File: src/rtl/ctmr_pkg.sv
package ctmr_pkg;
  localparam int unsigned ADDR_W = 4;

  localparam logic [ADDR_W-1:0] ADR_HI   = 4'd6;
  localparam logic [ADDR_W-1:0] ADR_LO   = 4'd7;
  localparam logic [ADDR_W-1:0] ADR_GO   = 4'd14;
  localparam logic [ADDR_W-1:0] ADR_HALT = 4'd15;

  typedef enum logic [2:0] {
    CMD_IDLE,
    CMD_WR_HI,
    CMD_WR_LO,
    CMD_GO,
    CMD_HALT,
    CMD_RD_HI,
    CMD_RD_LO,
    CMD_RD_ZERO
  } ctmr_cmd_e;
endpackage

File: src/rtl/ctmr_decode.sv
module ctmr_decode
  import ctmr_pkg::*;
(
  input  logic              sel,
  input  logic              wr,
  input  logic [ADDR_W-1:0] addr,
  output ctmr_cmd_e         cmd
);
  always_comb begin
    cmd = CMD_IDLE;
    if (sel) begin
      if (wr) begin
        if (addr == ADR_HI)      cmd = CMD_WR_HI;
        else if (addr == ADR_LO) cmd = CMD_WR_LO;
        else                     cmd = CMD_IDLE;
      end else begin
        if (addr == ADR_HI)        cmd = CMD_RD_HI;
        else if (addr == ADR_LO)   cmd = CMD_RD_LO;
        else if (addr == ADR_GO)   cmd = CMD_GO;
        else if (addr == ADR_HALT) cmd = CMD_HALT;
        else                       cmd = CMD_RD_ZERO;
      end
    end
  end
endmodule

File: src/rtl/ctmr_preset.sv
module ctmr_preset
  import ctmr_pkg::*;
#(
  parameter int unsigned DATA_W = 8
) (
  input  logic                  clk,
  input  logic                  rst_n,
  input  ctmr_cmd_e             cmd,
  input  logic [DATA_W-1:0]     wdata,
  output logic [2*DATA_W-1:0]   preset
);
  localparam int unsigned LANES = 2;

  logic [LANES-1:0] lane_we;
  assign lane_we[0] = (cmd == CMD_WR_LO);
  assign lane_we[1] = (cmd == CMD_WR_HI);

  for (genvar g = 0; g < LANES; g++) begin : g_lane
    logic [DATA_W-1:0] byte_q;
    always_ff @(posedge clk or negedge rst_n) begin
      if (!rst_n)          byte_q <= '0;
      else if (lane_we[g]) byte_q <= wdata;
    end
    assign preset[g*DATA_W +: DATA_W] = byte_q;
  end
endmodule

File: src/rtl/ctmr_core.sv
module ctmr_core
  import ctmr_pkg::*;
#(
  parameter int unsigned CNT_W = 16
) (
  input  logic             clk,
  input  logic             rst_n,
  input  ctmr_cmd_e        cmd,
  input  logic             tick,
  input  logic [CNT_W-1:0] preset,
  output logic [CNT_W-1:0] count,
  output logic             running,
  output logic             expired
);
  localparam logic [CNT_W-1:0] ONE = CNT_W'(1);

  always_ff @(posedge clk or negedge rst_n) begin
    if (!rst_n) begin
      count   <= '0;
      running <= 1'b0;
      expired <= 1'b0;
    end else begin
      case (cmd)
        CMD_GO: begin
          count   <= preset;
          running <= 1'b1;
          expired <= 1'b0;
        end
        CMD_HALT: begin
          running <= 1'b0;
          expired <= 1'b0;
        end
        default: begin
          if (running && tick) begin
            if (count == ONE) begin
              count   <= preset;
              expired <= 1'b1;
            end else begin
              count <= count - ONE;
            end
          end
        end
      endcase
    end
  end
endmodule

File: src/rtl/ctmr_rdmux.sv
module ctmr_rdmux
  import ctmr_pkg::*;
#(
  parameter int unsigned DATA_W = 8
) (
  input  logic                clk,
  input  logic                rst_n,
  input  ctmr_cmd_e           cmd,
  input  logic [2*DATA_W-1:0] count,
  output logic [DATA_W-1:0]   rdata
);
  always_ff @(posedge clk or negedge rst_n) begin
    if (!rst_n) begin
      rdata <= '0;
    end else begin
      case (cmd)
        CMD_RD_HI:                      rdata <= count[2*DATA_W-1:DATA_W];
        CMD_RD_LO:                      rdata <= count[DATA_W-1:0];
        CMD_GO, CMD_HALT, CMD_RD_ZERO:  rdata <= '0;
        default:                        rdata <= rdata;
      endcase
    end
  end
endmodule

File: src/rtl/ctmr_top.sv
module ctmr_top
  import ctmr_pkg::*;
#(
  parameter int unsigned DATA_W = 8
) (
  input  logic              clk,
  input  logic              rst_n,
  input  logic              bus_sel,
  input  logic              bus_wr,
  input  logic [3:0]        bus_addr,
  input  logic [DATA_W-1:0] bus_wdata,
  input  logic              tick_en,
  output logic [DATA_W-1:0] bus_rdata,
  output logic              ctr_ready
);
  localparam int unsigned CNT_W = 2 * DATA_W;

  ctmr_cmd_e        cmd;
  logic [CNT_W-1:0] preset_q;
  logic [CNT_W-1:0] count_q;
  logic             run_q;

  ctmr_decode u_dec (
    .sel  (bus_sel),
    .wr   (bus_wr),
    .addr (bus_addr),
    .cmd  (cmd)
  );

  ctmr_preset #(.DATA_W(DATA_W)) u_pre (
    .clk    (clk),
    .rst_n  (rst_n),
    .cmd    (cmd),
    .wdata  (bus_wdata),
    .preset (preset_q)
  );

  ctmr_core #(.CNT_W(CNT_W)) u_core (
    .clk     (clk),
    .rst_n   (rst_n),
    .cmd     (cmd),
    .tick    (tick_en),
    .preset  (preset_q),
    .count   (count_q),
    .running (run_q),
    .expired (ctr_ready)
  );

  ctmr_rdmux #(.DATA_W(DATA_W)) u_rd (
    .clk   (clk),
    .rst_n (rst_n),
    .cmd   (cmd),
    .count (count_q),
    .rdata (bus_rdata)
  );
endmodule

File: config.mk
export PLATFORM = sky130hd
export DESIGN_NAME = ctmr_top
export DESIGN_NICKNAME = d
export VERILOG_FILES = /design/src/rtl/ctmr_pkg.sv /design/src/rtl/ctmr_decode.sv /design/src/rtl/ctmr_preset.sv /design/src/rtl/ctmr_core.sv /design/src/rtl/ctmr_rdmux.sv /design/src/rtl/ctmr_top.sv
export SDC_FILE = /design/constraint.sdc
export NUM_CORES = 1
export LEC_CHECK = 0
export BUFFER_PORTS_ARGS = -buffer_cell sky130_fd_sc_hd__buf_2
export CORE_UTILIZATION = 62
export DETAILED_ROUTE_END_ITERATION = 10
export PLACE_DENSITY = 0.9
export SLEW_MARGIN = 20
export SYNTH_ARGS = -nofsm -noshare
export SYNTH_HDL_FRONTEND = slang
export SYNTH_SLANG_ARGS = --single-unit
export TNS_END_PERCENT = 100
File: constraint.sdc
create_clock -name clk -period 5.26 [get_ports clk]
set_input_delay 0.526 -clock clk [delete_from_list [all_inputs] [get_ports clk]]
set_output_delay 0.526 -clock clk [all_outputs]
set_load 0.03 [all_outputs]
== Word-level counts from Yosys, hierarchy flattened ==
Index checks and enable logic that the tools add are counted.

* Register bits after elaboration: 42
* Input bits: 17
* Output and inout bits: 9
* Word-level logic and storage cells: 46

* Add/sub/neg operators: 1
* Equality and inequality tests: 12
* Multiplexer cells: 16
* Bitwise gates (word level): 1
* Reduce and logical (&&, ||, !) cells: 10

{| class="wikitable"
|+ Operator list
! cell !! count
|-
| 2-to-1 mux 16 bit || 2
|-
| one-hot mux 16 bit (2 select lines) || 1
|-
| one-hot mux 8 bit (3 select lines) || 1
|-
| 2-to-1 mux 3 bit || 6
|-
| == test 16 x 1 -> 1 bit, second input constant || 1
|-
| subtractor 16 x 1 -> 16 bit, second input constant || 1
|-
| == test 3 bit, second input constant || 4
|-
| == test 4 x 3 -> 1 bit, second input constant || 2
|-
| == test 4 bit, second input constant || 2
|-
| nonzero test 2 bit || 4
|-
| == test 3 x 2 -> 1 bit, second input constant || 2
|-
| 2-to-1 mux 2 bit || 2
|-
| AND reduction 2 bit || 2
|-
| == test 3 x 1 -> 1 bit, second input constant || 1
|-
| 2-to-1 mux 1 bit || 3
|-
| nonzero test 3 bit || 1
|-
| OR reduction 3 bit || 1
|-
| one-hot mux 1 bit (2 select lines) || 1
|-
| OR reduction 2 bit || 1
|-
| logical AND 1 bit || 1
|-
| NOT 1 bit || 1
|}

== Depth between registers and ports, before layout ==
Gate-level depths: netlist of the first run.

* Depth in word-level cells: 11
* Mapped depth: 9
* Gate-level depth less buffers: 7

== Hierarchy ==
Synthesis of the first run repeated with hierarchy kept, for this count alone.

* Cell total of the unflattened synthesis: 236
* Area total of the unflattened synthesis: 2469.9 um2

{| class="wikitable"
|+ Modules (own cells, without submodules)
! module !! instances !! cells each !! area each (um2) !! sequential area each (um2)
|-
| ctmr_core || 1 || 137 || 1221.2 || 450.4
|-
| ctmr_preset || 1 || 34 || 618.1 || 400.4
|-
| ctmr_rdmux || 1 || 55 || 568.0 || 200.2
|-
| ctmr_decode || 1 || 10 || 62.6 || 0.0
|}

== Worst setup path after synthesis of the first run ==
No wires, ideal clock.

* Kind: input to register
* Start point: input port bus_wr
* End point: register u_core.count[15]
* Library setup time: 126 ps
* Arrival: 2002 ps
* Data required time: 5134 ps
* Setup slack: 3132 ps
* Stages on the path: 7
* Buffers on the path: 2
* Cell sequence: nand2b_1 -> buf_2 -> or2_2 -> o21ai_1 -> clkbuf_1 -> nor4b_1 -> a221o_1

* Cells in the longest elaborated chain, start to end: 5
* Elaborated cells between the ends (all ways): 8
* Those cells by class: eq/ne: 2; mux: 3; bitwise: 1; reduce/logical: 2

{| class="wikitable"
|+ Ends and longest elaborated chain
! element !! RTL line !! source
|-
| from (decl) || ctmr_top.sv:9 || <nowiki>input logic bus_wr,</nowiki>
|-
| 2-to-1 mux 3 bit (*) || ctmr_decode.sv:12 || <nowiki>if (wr) begin</nowiki>
|-
| 2-to-1 mux 3 bit (*) || ctmr_decode.sv:11 || <nowiki>if (sel) begin</nowiki>
|-
| == test 3 x 2 -> 1 bit or == test 3 bit (tied branches) || ctmr_core.sv:23 || <nowiki>case (cmd)</nowiki>
|-
| nonzero test 2 bit (no line) or NOT 1 bit (tied branches) || -- ||
|-
| AND reduction 2 bit (no line) || -- ||
|-
| to (signal assigned) || ctmr_core.sv:25 || <nowiki>count <= preset;</nowiki>
|-
| to (signal assigned) || ctmr_core.sv:36 || <nowiki>count <= preset;</nowiki>
|-
| to (signal assigned) || ctmr_core.sv:39 || <nowiki>count <= count - ONE;</nowiki>
|-
| to (decl) || ctmr_core.sv:11 || <nowiki>output logic [CNT_W-1:0] count,</nowiki>
|}

Mark *: on every way between the ends. The rest lies on a longest branch, timed or not.
A chain may end at the register's enable or synchronous reset.

== Worst setup path in the final report of the first run ==
Ends and elaborated chain as after synthesis.

==> results of run 1 <==
-- cell families after synthesis --
logic type	Yosys count	share of synthesized area, %
AO/OA/AOI/OAI	43	13.8
adder cells (fa/ha/maj)	2	1.15
buffers and inverters	19	3.46
flip-flops	42	48.5
multiplexers	34	16.6
AND/OR/NAND/NOR	65	16.5
-- flip-flops by register name, summed over array words and instances (netlist names) --
signal and cells:
u_core.count 16, u_rd.rdata 8, u_core.expired 1, u_pre.g_lane.byte_q 16, u_core.running 1
-- metal layers --
layer | vias up | GRT usage, % | wire, um
met5 | - | 0 | 0
met4 | 0 | 14.9 | 134
met3 | 12 | 6.72 | 212
met2 | 67 | 43.8 | 2220
met1 | 832 | 35.4 | 1980
li1 | 808 | - | -
-- Yosys cell counts (3+ instances only) --
master      n  area share [%]
nor4_1      3            0.87
nor2_1     12             2.1
nor4b_1     4             1.6
a21oi_1     6             1.4
inv_1       8             1.4
o22ai_1     4             1.2
mux2_2     16             8.3
buf_2       3            0.69
or3_1       3            0.87
nand3_1     4            0.92
mux2i_1    18             8.3
nor3_1      9             2.1
o21ai_0     8             1.8
clkbuf_1    6             1.0
o31ai_1     8             2.8
nand2_1    17             2.9
o2bb2ai_1   3             1.2
dfrtp_1    42              48
-- worst min-delay path by stage --
stage	end	slack, ns	cells after the start
after floorplan	u_core.count[0]$_DFFE_PN0P_	0.23	0
after global placement	u_rd.rdata[3]$_DFFE_PN0P_	0.46	2
after detailed placement	u_rd.rdata[2]$_DFFE_PN0P_	0.46	2
after CTS	u_rd.rdata[2]$_DFFE_PN0P_	0.30	1
after global routing	u_rd.rdata[7]$_DFFE_PN0P_	0.34	1
final	u_core.expired$_DFFE_PN0P_	0.28	1
-- power by group through the flow --
stage	combinational [mW]	clock (mW)	sequential, mW
5_1_grt	0.169	0.214	0.440
2_1_floorplan	0.112	0	0.424
4_1_cts	0.151	0.199	0.431
6_report	0.151	0.195	0.433
3_5_place_dp	0.150	0	0.438
3_3_place_gp	0.143	0	0.435
-- layout make-up --
type | count | area (um2) | area share [%]
multi-input cells | 144 | 1040 | 43.4
inverters | 8 | 30.0 | 1.25
flip-flops and latches | 42 | 1050 | 43.8
clock buffers | 8 | 78.8 | 3.28
repair buffers | 27 | 140 | 5.84
well taps | 46 | 57.6 | 2.40
-- cells in the final DEF, fill, tap and decap left out, drive strengths merged, types with 3 or more instances in the layout --
cell type	Yosys	routed
nor3	10	10
inv	8	8
o2bb2ai	3	3
clkbuf	6	8
nor4b	4	4
a21oi	6	6
o31ai	8	8
nand3	4	4
mux2	16	16
or3	3	3
o21ai	9	9
o22ai	4	4
buf	5	27
mux2i	18	18
nor2	12	12
nand2	17	17
dfrtp	42	42
nor4	4	4
-- metrics by stage --
step                      std cells  setup slack, ns
after floorplan                 205             3.13
after global placement          267             2.40
after detailed placement        267             2.29
after CTS                       275             2.66
after global routing            275             2.46
final                           275             2.61
==> summary.md, run 1 <==
| Metric | Value |
|---|---|
| Static leakage | `1.15 nW` |
| Yosys warns | `0` |
| F_max | `0.377 GHz` |
| PortBufs | `25` |
| Critical Path End Type | `register` |
| Vias in the first global route | `1574` |
| Top FF cell, synth | `dfrtp_1` |
| Max FO, Critical Path | `19` |
| Number of routed nets with antenna violations | `0` |
| P per Cell Area | `325 mW/mm2` |
| Postcts setup bufs | `0` |
| FF+latch count, synth | `42` |
| Nets | `247` |
| Clk slew on worst S/H paths | `0.12 ns` |
| CP cell instances | `buf_2 > nand2b_1 > or2_2 > o21ai_1 > o21ai_0 > a221o_1` |
| Crit path kind | `input port to register` |
| Drt drc | `0` |
| CP top delay family | `compound AO/OA/AOI/OAI gates` |
| Number of flops mapped to enable cells by yosys | `0` |
| Clk sinks | `42` |
| Flop-to-flop setup slack | `2.83 ns` |
| Net Sw Frac | `31.2%` |
| Cell variety after synth | `42` |
| Total GRT Usage | `27.8%` |
| Hold Vio Cnt, Final | `0` |
| Die X | `61.1 um` |
| Post-synthesis cell area | `0.00217 mm2` |
| Synth Area per Inst | `10.6 um2` |
| Worst reg2reg startpoint | `u_core.count[1]$_DFFE_PN0P_` |
| FP Rows | `21` |
| Initial DRT Pass Iterations | `4` |
| First-pass GRT wire length | `7.36 mm` |
| Stages on worst setup path | `6` |
| # diodes | `0` |
| H-tree lvl count | `2` |
| GR Overflow Total | `0` |
| Layout fillers | `277` |
| Cells after synthesis | `205` |
| Post-synth ARST share | `100%` |
| Final Max Tran Viols | `0` |
| Fin crit period | `2.65 ns` |
| Syn Nets | `224` |
| Final Cell Area | `0.00240 mm2` |
| RD Place Congestion | `0.895` |
| Worst Setup Start Kind | `input port` |
| Hold_ws | `0.281 ns` |
| Die Ht | `61.1 um` |
| Outcome | `finished, final reports clean` |
| DR iter-0 viols | `111` |
| Critical Path RT | `5.52 ns` |
| Post-DP Area | `0.00232 mm2` |
| Routed wire length per instance | `16.5 um` |
| Internal power | `0.536 mW` |
| Crit-path slowest cell | `o21ai_1` |
| Total Power | `0.779 mW` |
| Delay of the slowest critical-path stage | `0.82 ns` |
| Max VDD drop | `0.214 mV` |
| CTS buffer count | `5` |
| Share of power burned in registers | `55.5%` |
| CTS tree | `built` |
| Share of layout cells above drive strength 1 | `24.9%` |
| CTS Buffer Depth | `2` |
| Worst Setup EP | `u_core.count[15]$_DFFE_PN0P_` |
| Comb pwr share | `19.4%` |
| Critical path arrival | `2.91 ns` |
| Fin util | `71.9%` |
| Final HPWL DP | `3.15 mm` |
| Setup tns final | `0 ns` |
| Worst min-delay path class | `input port to async pin` |
| Initial antenna violation count | `0` |
| Ports | `26` |
| Post-CTS Hold Buffers | `0` |
| Max-capacitance violation count | `0` |
| NetSw | `0.243 mW` |
| Clk Latency, worst-skew pair | `0.36 ns` |
| Final WL | `4.54 mm` |
| Worst r2r dst | `u_core.count[15]$_DFFE_PN0P_` |
| Area grow syn2layout | `10.7%` |
| Period utilization | `50.5%` |
| Die Area | `0.00374 mm2` |
| Routed vias | `1719` |
| Clock Skews | `0.00609 ns` |
| Setup violators final | `0` |
| Post-CTS Resized | `0` |
| Clock network fraction of total power | `25.0%` |
| Worst Tran Pin Value | `1.05 ns` |
| Largest net degree at the start of global routing | `43` |
| Core Area | `0.00334 mm2` |
| Slew HR | `29.2%` |
| CTS root buffer | `clkbuf_4` |
| Initial cell density of the core | `65.0%` |
| Vias per inst | `6.25` |
| Worst Setup SP | `bus_wr` |
| Reg2reg path depth | `7` |
| Sequential fraction of the synthesis area | `48.5%` |
| RSZ-0062 raised after global routing | `no` |
| Worst Path Buf+Inv | `1` |
Note: power is estimated with default switching activity, not from simulation.
==> inputs of run 2 (changes only) <==
--- a/config.mk
+++ b/config.mk
@@ -5,10 +5,11 @@
 export SDC_FILE = /design/constraint.sdc
 export NUM_CORES = 1
 export LEC_CHECK = 0
+export ABC_AREA = 1
 export BUFFER_PORTS_ARGS = -buffer_cell sky130_fd_sc_hd__buf_2
-export CORE_UTILIZATION = 62
+export CORE_UTILIZATION = 53
 export DETAILED_ROUTE_END_ITERATION = 10
-export PLACE_DENSITY = 0.9
+export PLACE_DENSITY = 0.82
 export SLEW_MARGIN = 20
 export SYNTH_ARGS = -nofsm -noshare
 export SYNTH_HDL_FRONTEND = slang
==> constraint.sdc (replaced) <==
create_clock -name clk -period 2.24 [get_ports clk]
set_input_delay 0.224 -clock clk [delete_from_list [all_inputs] [get_ports clk]]
set_output_delay 0.224 -clock clk [all_outputs]
set_load 0.03 [all_outputs]
==> summary.md, run 2 <==
| Metric | Value |
|---|---|
| Total GRT Usage | `23.7% (-4.1 points)` |
| Ports | `26 (unchanged)` |
| Die Area | `0.00519 mm2 (+39%)` |
| Critical Path RT | `2.44 ns (-3.08 ns)` |
| Clock Skews | `0.00901 ns (+0.00292 ns)` |
| CTS buffer count | `5 (unchanged)` |
| Slew HR | `38.2% (+9.0 points)` |
| Largest net degree at the start of global routing | `43 (unchanged)` |
| Worst Tran Pin Value | `0.926 ns (-0.128 ns)` |
| Period utilization | `80.1%` |
| Final WL | `5.38 mm (+18%)` |
| Cell accounting for the most synthesized area | `dfrtp_1` |
| F_max | `0.558 GHz` |
| Setup tns final | `0 ns (unchanged)` |
| Max FO, Critical Path | `5 (-14)` |
| Most common cell in the synthesized netlist | `nand2_1` |
| Cells after synthesis | `370 (+80%)` |
| Place WS | `0.470 ns (-1.82 ns)` |
| CTS root buffer | `clkbuf_8` |
| Routed wire length per instance | `11.6 um (-30%)` |
| Max VDD drop | `0.594 mV (+180%)` |
| Final HPWL DP | `3.94 mm (+25%)` |
| Synth top cells by count | `145 x nand2_1, 50 x inv_1, 42 x dfrtp_1` |
| CTS Buffer Depth | `2 (unchanged)` |
| Clk Latency, worst-skew pair | `0.30 ns (-0.06 ns)` |
| Largest regs | `u_core.count: 16 flops, u_pre.g_lane.byte_q: 16 flops, u_rd.rdata: 8 flops` |
| Clk slew on worst S/H paths | `0.08 ns (-0.04 ns)` |
| Routed vias | `2285 (+33%)` |
| Top FF cell, synth | `dfrtp_1` |
| Clk sinks | `42 (unchanged)` |
| Synth Area per Inst | `7.03 um2 (-34%)` |
| PortBufs | `25 (unchanged)` |
| Total Power | `3.12 mW (+300%)` |
| Die X | `72.1 um (+18%)` |
| Number of flops mapped to enable cells by yosys | `0 (unchanged)` |
| Die Ht | `72.1 um (+18%)` |
| Layout fillers | `430 (+55%)` |
| H-tree lvl count | `2 (unchanged)` |
| Share of layout cells above drive strength 1 | `16.4% (-8.5 points)` |
| Crit path kind | `register to register` |
| # diodes | `0 (unchanged)` |
| Post-synth ARST share | `100% (unchanged)` |
| Post-DP Area | `0.00276 mm2 (+19%)` |
| Final std cells w/o fill | `464 (+69%)` |
| DR iter-0 viols | `143 (+29%)` |
| Sequential fraction of the synthesis area | `40.4% (-8.1 points)` |
| Area grow syn2layout | `11.3%` |
| Worst Setup Start Kind | `register` |
| P per Cell Area | `1080 mW/mm2 (+230%)` |
| Postcts setup bufs | `0 (unchanged)` |
| Syn Nets | `389 (+74%)` |
| Hold Vio Cnt, Final | `0 (unchanged)` |
| Commonest cells after routing, fill and taps aside | `145 x nand2_1, 50 x inv_1, 42 x dfrtp_1` |
| Final Cell Area | `0.00290 mm2 (+21%)` |
| Number of routed nets with antenna violations | `0 (unchanged)` |
| Reg2reg path depth | `9 (+2)` |
| Initial antenna violation count | `0 (unchanged)` |
| RD Place Congestion | `0.982 (+9.7%)` |
| Post-CTS Resized | `0 (unchanged)` |
| Critical path arrival | `1.99 ns (-0.92 ns)` |
| CTS tree | `built` |
| First-pass GRT wire length | `9.71 mm (+32%)` |
| Hold_ws | `0.0539 ns (-0.227 ns)` |
| Setup violators final | `0 (unchanged)` |
| Max-capacitance violation count | `0 (unchanged)` |
| Post-synthesis cell area | `0.00260 mm2 (+20%)` |
| Fin crit period | `1.79 ns` |
| Synth top area share | `40.4% (-8.1 points)` |
| Core Area | `0.00472 mm2 (+42%)` |
| Final WS setup | `0.447 ns (-2.16 ns)` |
| GR Overflow Total | `0 (unchanged)` |
| Drt drc | `0 (unchanged)` |
| Vias per inst | `4.92 (-21%)` |
| Initial cell density of the core | `55.1% (-9.9 points)` |
| Vias in the first global route | `2289 (+45%)` |
| Nets | `415 (+68%)` |
| FF+latch count, synth | `42 (unchanged)` |
| Most common cell after layout, fill and taps aside | `nand2_1` |
| Final Max Tran Viols | `0 (unchanged)` |
| Outcome | `finished, final reports clean` |
| Yosys warns | `0 (unchanged)` |
| Top post-synthesis cells by area | `dfrtp_1 40%, nand2_1 21%, nand3_1 7.7%` |
| Post-CTS Hold Buffers | `0 (unchanged)` |
| Fin util | `61.4% (-11 points)` |
| Static leakage | `1.62 nW (+41%)` |
| Critical Path End Type | `register` |
| Initial DRT Pass Iterations | `4 (unchanged)` |
| Cell variety after synth | `31 (-26%)` |
| Worst min-delay path class | `input port to async pin` |
| FP Rows | `25 (+19%)` |
| RSZ-0062 raised after global routing | `no` |
| Number of placed instances, taps included | `456 (+71%)` |
-- run 2: cell types whose count changed in the layout (fill, tap and decap cells not counted), moves of 9 or more --
cell / before / now
nor3_1: 9 / 0
nor2_1: 12 / 26
mux2_2: 16 / 0
mux2i_1: 18 / 0
inv_1: 8 / 50
nand3_1: 4 / 40
nand2_1: 17 / 145
-- run 2: where the power goes --
group	switching [mW]	leakage, nW	internal [mW]
sequential	0.273	0.529	0.989
combinational	0.716	1.03	0.425
clock	0.267	0.0683	0.446
total	1.26	1.62	1.86
-- run 2: per-layer routing --
| metal | wire length, um | GRT usage (%) | up-vias |
|---|---|---|---|
| met4 | 103 | 8.50 | 0 |
| met3 | 275 | 5.28 | 15 |
| met1 | 2540 | 29.6 | 1018 |
| met5 | 0 | 0 | - |
| met2 | 2460 | 40.3 | 69 |
| li1 | - | - | 1183 |
-- run 2: layout make-up --
cell class	instances	area, um2	area share [%]
Sequential cell	42	1050	36.3
Multi-Input combinational cell	266	1280	44.3
Clock buffer	5	68.8	2.37
Inverter	55	209	7.21
Tap cell	67	83.8	2.89
Clock inverter	3	68.8	2.37
Timing Repair Buffer	26	133	4.58
-- run 2: cells by family after synthesis --
kind of cell	synth area share, %
AOI/OAI and AO/OA	5.87
xor gates and xnor gates	3.03
and+or+nand+nor	39.5
buffers and inverters	10.3
adders and majority gates	0.961
DFF	40.4
-- run 2: worst max-delay path, cell delays in order (launching register included) --
cell,delay (ns)
dfrtp_1,0.45
inv_1,0.13
ha_1,0.23
nand2_1,0.11
nor2_1,0.28
nand2_1,0.12
xor2_1,0.16
nand2_1,0.07
nand3_1,0.08
nand2_1,0.05
-- run 2: worst paths after layout --
check                                       startpoint                                     to  slack (ns)
max                        u_core.count[0]$_DFFE_PN0P_           u_core.count[12]$_DFFE_PN0P_        0.45
min                                              rst_n             u_core.expired$_DFFE_PN0P_        0.05
max reg2reg                u_core.count[0]$_DFFE_PN0P_           u_core.count[12]$_DFFE_PN0P_        0.45
min reg2reg                  u_rd.rdata[3]$_DFFE_PN0P_              u_rd.rdata[3]$_DFFE_PN0P_        0.47
max in group asynchronous                        rst_n            u_core.count[5]$_DFFE_PN0P_        1.61
min in group clk                          bus_wdata[1]  u_pre.g_lane[0].byte_q[1]$_DFFE_PN0N_        0.17
==> inputs of run 3 (changes only) <==
--- a/config.mk
+++ b/config.mk
@@ -5,11 +5,11 @@
 export SDC_FILE = /design/constraint.sdc
 export NUM_CORES = 1
 export LEC_CHECK = 0
-export ABC_AREA = 1
+export ABC_AREA = 0
 export BUFFER_PORTS_ARGS = -buffer_cell sky130_fd_sc_hd__buf_2
-export CORE_UTILIZATION = 53
+export CORE_UTILIZATION = 57
 export DETAILED_ROUTE_END_ITERATION = 10
-export PLACE_DENSITY = 0.82
+export PLACE_DENSITY = 0.84
 export SLEW_MARGIN = 20
 export SYNTH_ARGS = -nofsm -noshare
 export SYNTH_HDL_FRONTEND = slang
==> constraint.sdc (replaced) <==
create_clock -name clk -period 1.85 [get_ports clk]
set_input_delay 0.185 -clock clk [delete_from_list [all_inputs] [get_ports clk]]
set_output_delay 0.185 -clock clk [all_outputs]
set_load 0.03 [all_outputs]
==> summary.md, run 3 (synthesized netlist as in run 1, its figures left out) <==
| Metric | Value |
|---|---|
| PortBufs | `25 (unchanged)` |
| Drt drc | `0 (unchanged)` |
| Total GRT Usage | `32.3% (+8.6 points)` |
| P per Cell Area | `873 mW/mm2 (-19%)` |
| Outcome | `complete, but fails checks` |
| Die Area | `0.00405 mm2 (-22%)` |
| Clk Latency, worst-skew pair | `0.30 ns (about the same)` |
| Vias per inst | `6.20 (+26%)` |
| Commonest cells after routing, fill and taps aside | `42 x dfrtp_1, 33 x buf_4, 25 x buf_2` |
| Clock Skews | `0.00923 ns (+0.000212 ns)` |
| Share of layout cells above drive strength 1 | `44.8% (+28 points)` |
| Met2 WL | `3.07 mm (+25%)` |
| Max FO, Critical Path | `6 (+1)` |
| Routed vias | `1959 (-14%)` |
| Most common cell after layout, fill and taps aside | `dfrtp_1` |
| CTS tree | `built` |
| Clk sinks | `42 (unchanged)` |
| H-tree lvl count | `2 (unchanged)` |
| Die Ht | `63.7 um (-12%)` |
| Final Cell Area | `0.00291 mm2 (+0.43%)` |
| Hold Vio Cnt, Final | `0 (unchanged)` |
| Final WL | `6.17 mm (+15%)` |
| Ports | `26 (unchanged)` |
| Max-capacitance violation count | `0 (unchanged)` |
| Fin crit period | `2.08 ns (+0.286 ns)` |
| Max VDD drop | `0.584 mV (-1.8%)` |
| Core Area | `0.00366 mm2 (-22%)` |
| CTS Buffer Depth | `2 (unchanged)` |
| Critical path arrival | `2.26 ns (+0.27 ns)` |
| Clk slew on worst S/H paths | `0.07 ns (about the same)` |
| Total Power | `2.54 mW (-18%)` |
| Routed wire length per instance | `19.5 um (+68%)` |
| F_max | `0.481 GHz (-14%)` |
| DR iter-0 viols | `105 (-27%)` |
| Final Max Tran Viols | `0 (unchanged)` |
| Area grow syn2layout | `34.2%` |
| M1 WL | `2.35 mm (-7.5%)` |
| Failing checks | `negative setup slack` |
| Nets | `287 (-31%)` |
| Period utilization | `112% (+32 points)` |
| RSZ-0062 raised after global routing | `yes` |
| Initial antenna violation count | `0 (unchanged)` |
| Post-DP Area | `0.00258 mm2 (-6.4%)` |
| Met3 routed WL | `466 um (+69%)` |
| Critical Path End Type | `register` |
| Initial DRT Pass Iterations | `5 (+1)` |
| Largest net degree at the start of global routing | `23 (-47%)` |
| Static leakage | `1.40 nW (-14%)` |
| Initial cell density of the core | `59.2% (+4.1 points)` |
| Slew HR | `66.5% (+28 points)` |
| # diodes | `0 (unchanged)` |
| Vias in the first global route | `2046 (-11%)` |
| DR top layer | `met4` |
| Final HPWL DP | `3.89 mm (-1.4%)` |
| Final WS setup | `-0.230 ns (-0.676 ns)` |
| RD Place Congestion | `0.944 (-3.8%)` |
| CTS buffer count | `5 (unchanged)` |
| Die X | `63.7 um (-12%)` |
| GR Overflow Total | `0 (unchanged)` |
| Worst min-delay path class | `input port to register` |
| CTS root buffer | `clkbuf_8` |
| Crit path kind | `register to register` |
| Largest regs | `u_core.count: 16 flops, u_pre.g_lane.byte_q: 16 flops, u_rd.rdata: 8 flops` |
| Worst Setup Start Kind | `register` |
| Number of routed nets with antenna violations | `0 (unchanged)` |
| FP Rows | `22 (-12%)` |
| First-pass GRT wire length | `9.78 mm (+0.78%)` |
| Critical Path RT | `2.03 ns (-0.41 ns)` |
| Setup violators final | `16 (+16)` |
| Worst Tran Pin Value | `0.503 ns (-0.424 ns)` |
| Layout fillers | `207 (-52%)` |
[run 3: layout make-up]
class	instances	area (um2)	area share, %
multi-input combinational	144	1210	41.5
sequential	42	1050	36.1
timing repair buffer	67	485	16.7
clock buffer	7	76.3	2.62
tap	48	60.1	2.06
inverter	8	30.0	1.03
[run 3: where the power goes]
group          switching [mW]  internal [mW]  total (mW)
registers               0.106           1.07        1.17
clock network           0.303          0.260       0.563
logic                   0.430          0.375       0.805
total                   0.839           1.70        2.54
[run 3: worst paths after layout]
path / start / to / slack [ns] / depth (start not counted)
worst max-delay path: u_core.count[0]$_DFFE_PN0P_ / u_core.count[10]$_DFFE_PN0P_ / -0.23 / 7
worst max register to register: u_core.count[0]$_DFFE_PN0P_ / u_core.count[10]$_DFFE_PN0P_ / -0.23 / 7
min in group asynchronous: rst_n / u_pre.g_lane[0].byte_q[3]$_DFFE_PN0N_ / 0.38 / 2
worst min register to register: u_rd.rdata[5]$_DFFE_PN0P_ / u_rd.rdata[5]$_DFFE_PN0P_ / 0.48 / 2
worst min-delay path: bus_wdata[7] / u_pre.g_lane[0].byte_q[7]$_DFFE_PN0N_ / 0.13 / 2
max in group asynchronous: rst_n / u_pre.g_lane[0].byte_q[6]$_DFFE_PN0N_ / 0.97 / 3
[run 3: worst max-delay path: stages, from the launching register on]
cell and delay [ns]:
dfrtp_1 0.39, buf_4 0.17, inv_1 0.10, ha_4 0.17
nand3b_4 0.07, or4_4 0.43, or4b_4 0.50, o211a_1 0.13
[run 3: stage by stage]
step                      std cells  setup slack, ns  util (%)  hold WS [ns]  TNS (ns)
final                           316           -0.230      79.5         0.130     -1.97
after floorplan                 205           -0.188         -        -0.111    -0.188
after global routing            316           -0.284      79.5         0.120     -3.67
after global placement          302           -0.174      70.6         0.172     -1.05
after detailed placement        302           -0.202      70.6         0.176     -1.81
after CTS                       314           -0.177      76.1         0.124    -0.468
[run 3: repair_timing]
item | CTS | global route
buffers inserted | 4 | 2
gates resized for setup | 31 | 20
setup endpoints to repair | 16 | 16
endpoints found under the hold margin | 20 | 0
pin swaps | 18 | 9
gates cloned | 1 | 0
hold buffers | 1 | 0
[run 3: per-layer routing]
metal	GRT usage, %	vias up
met3	9.96	32
met4	17.6	0
met2	52.5	103
met1	37.7	937
li1	-	887
met5	0	-
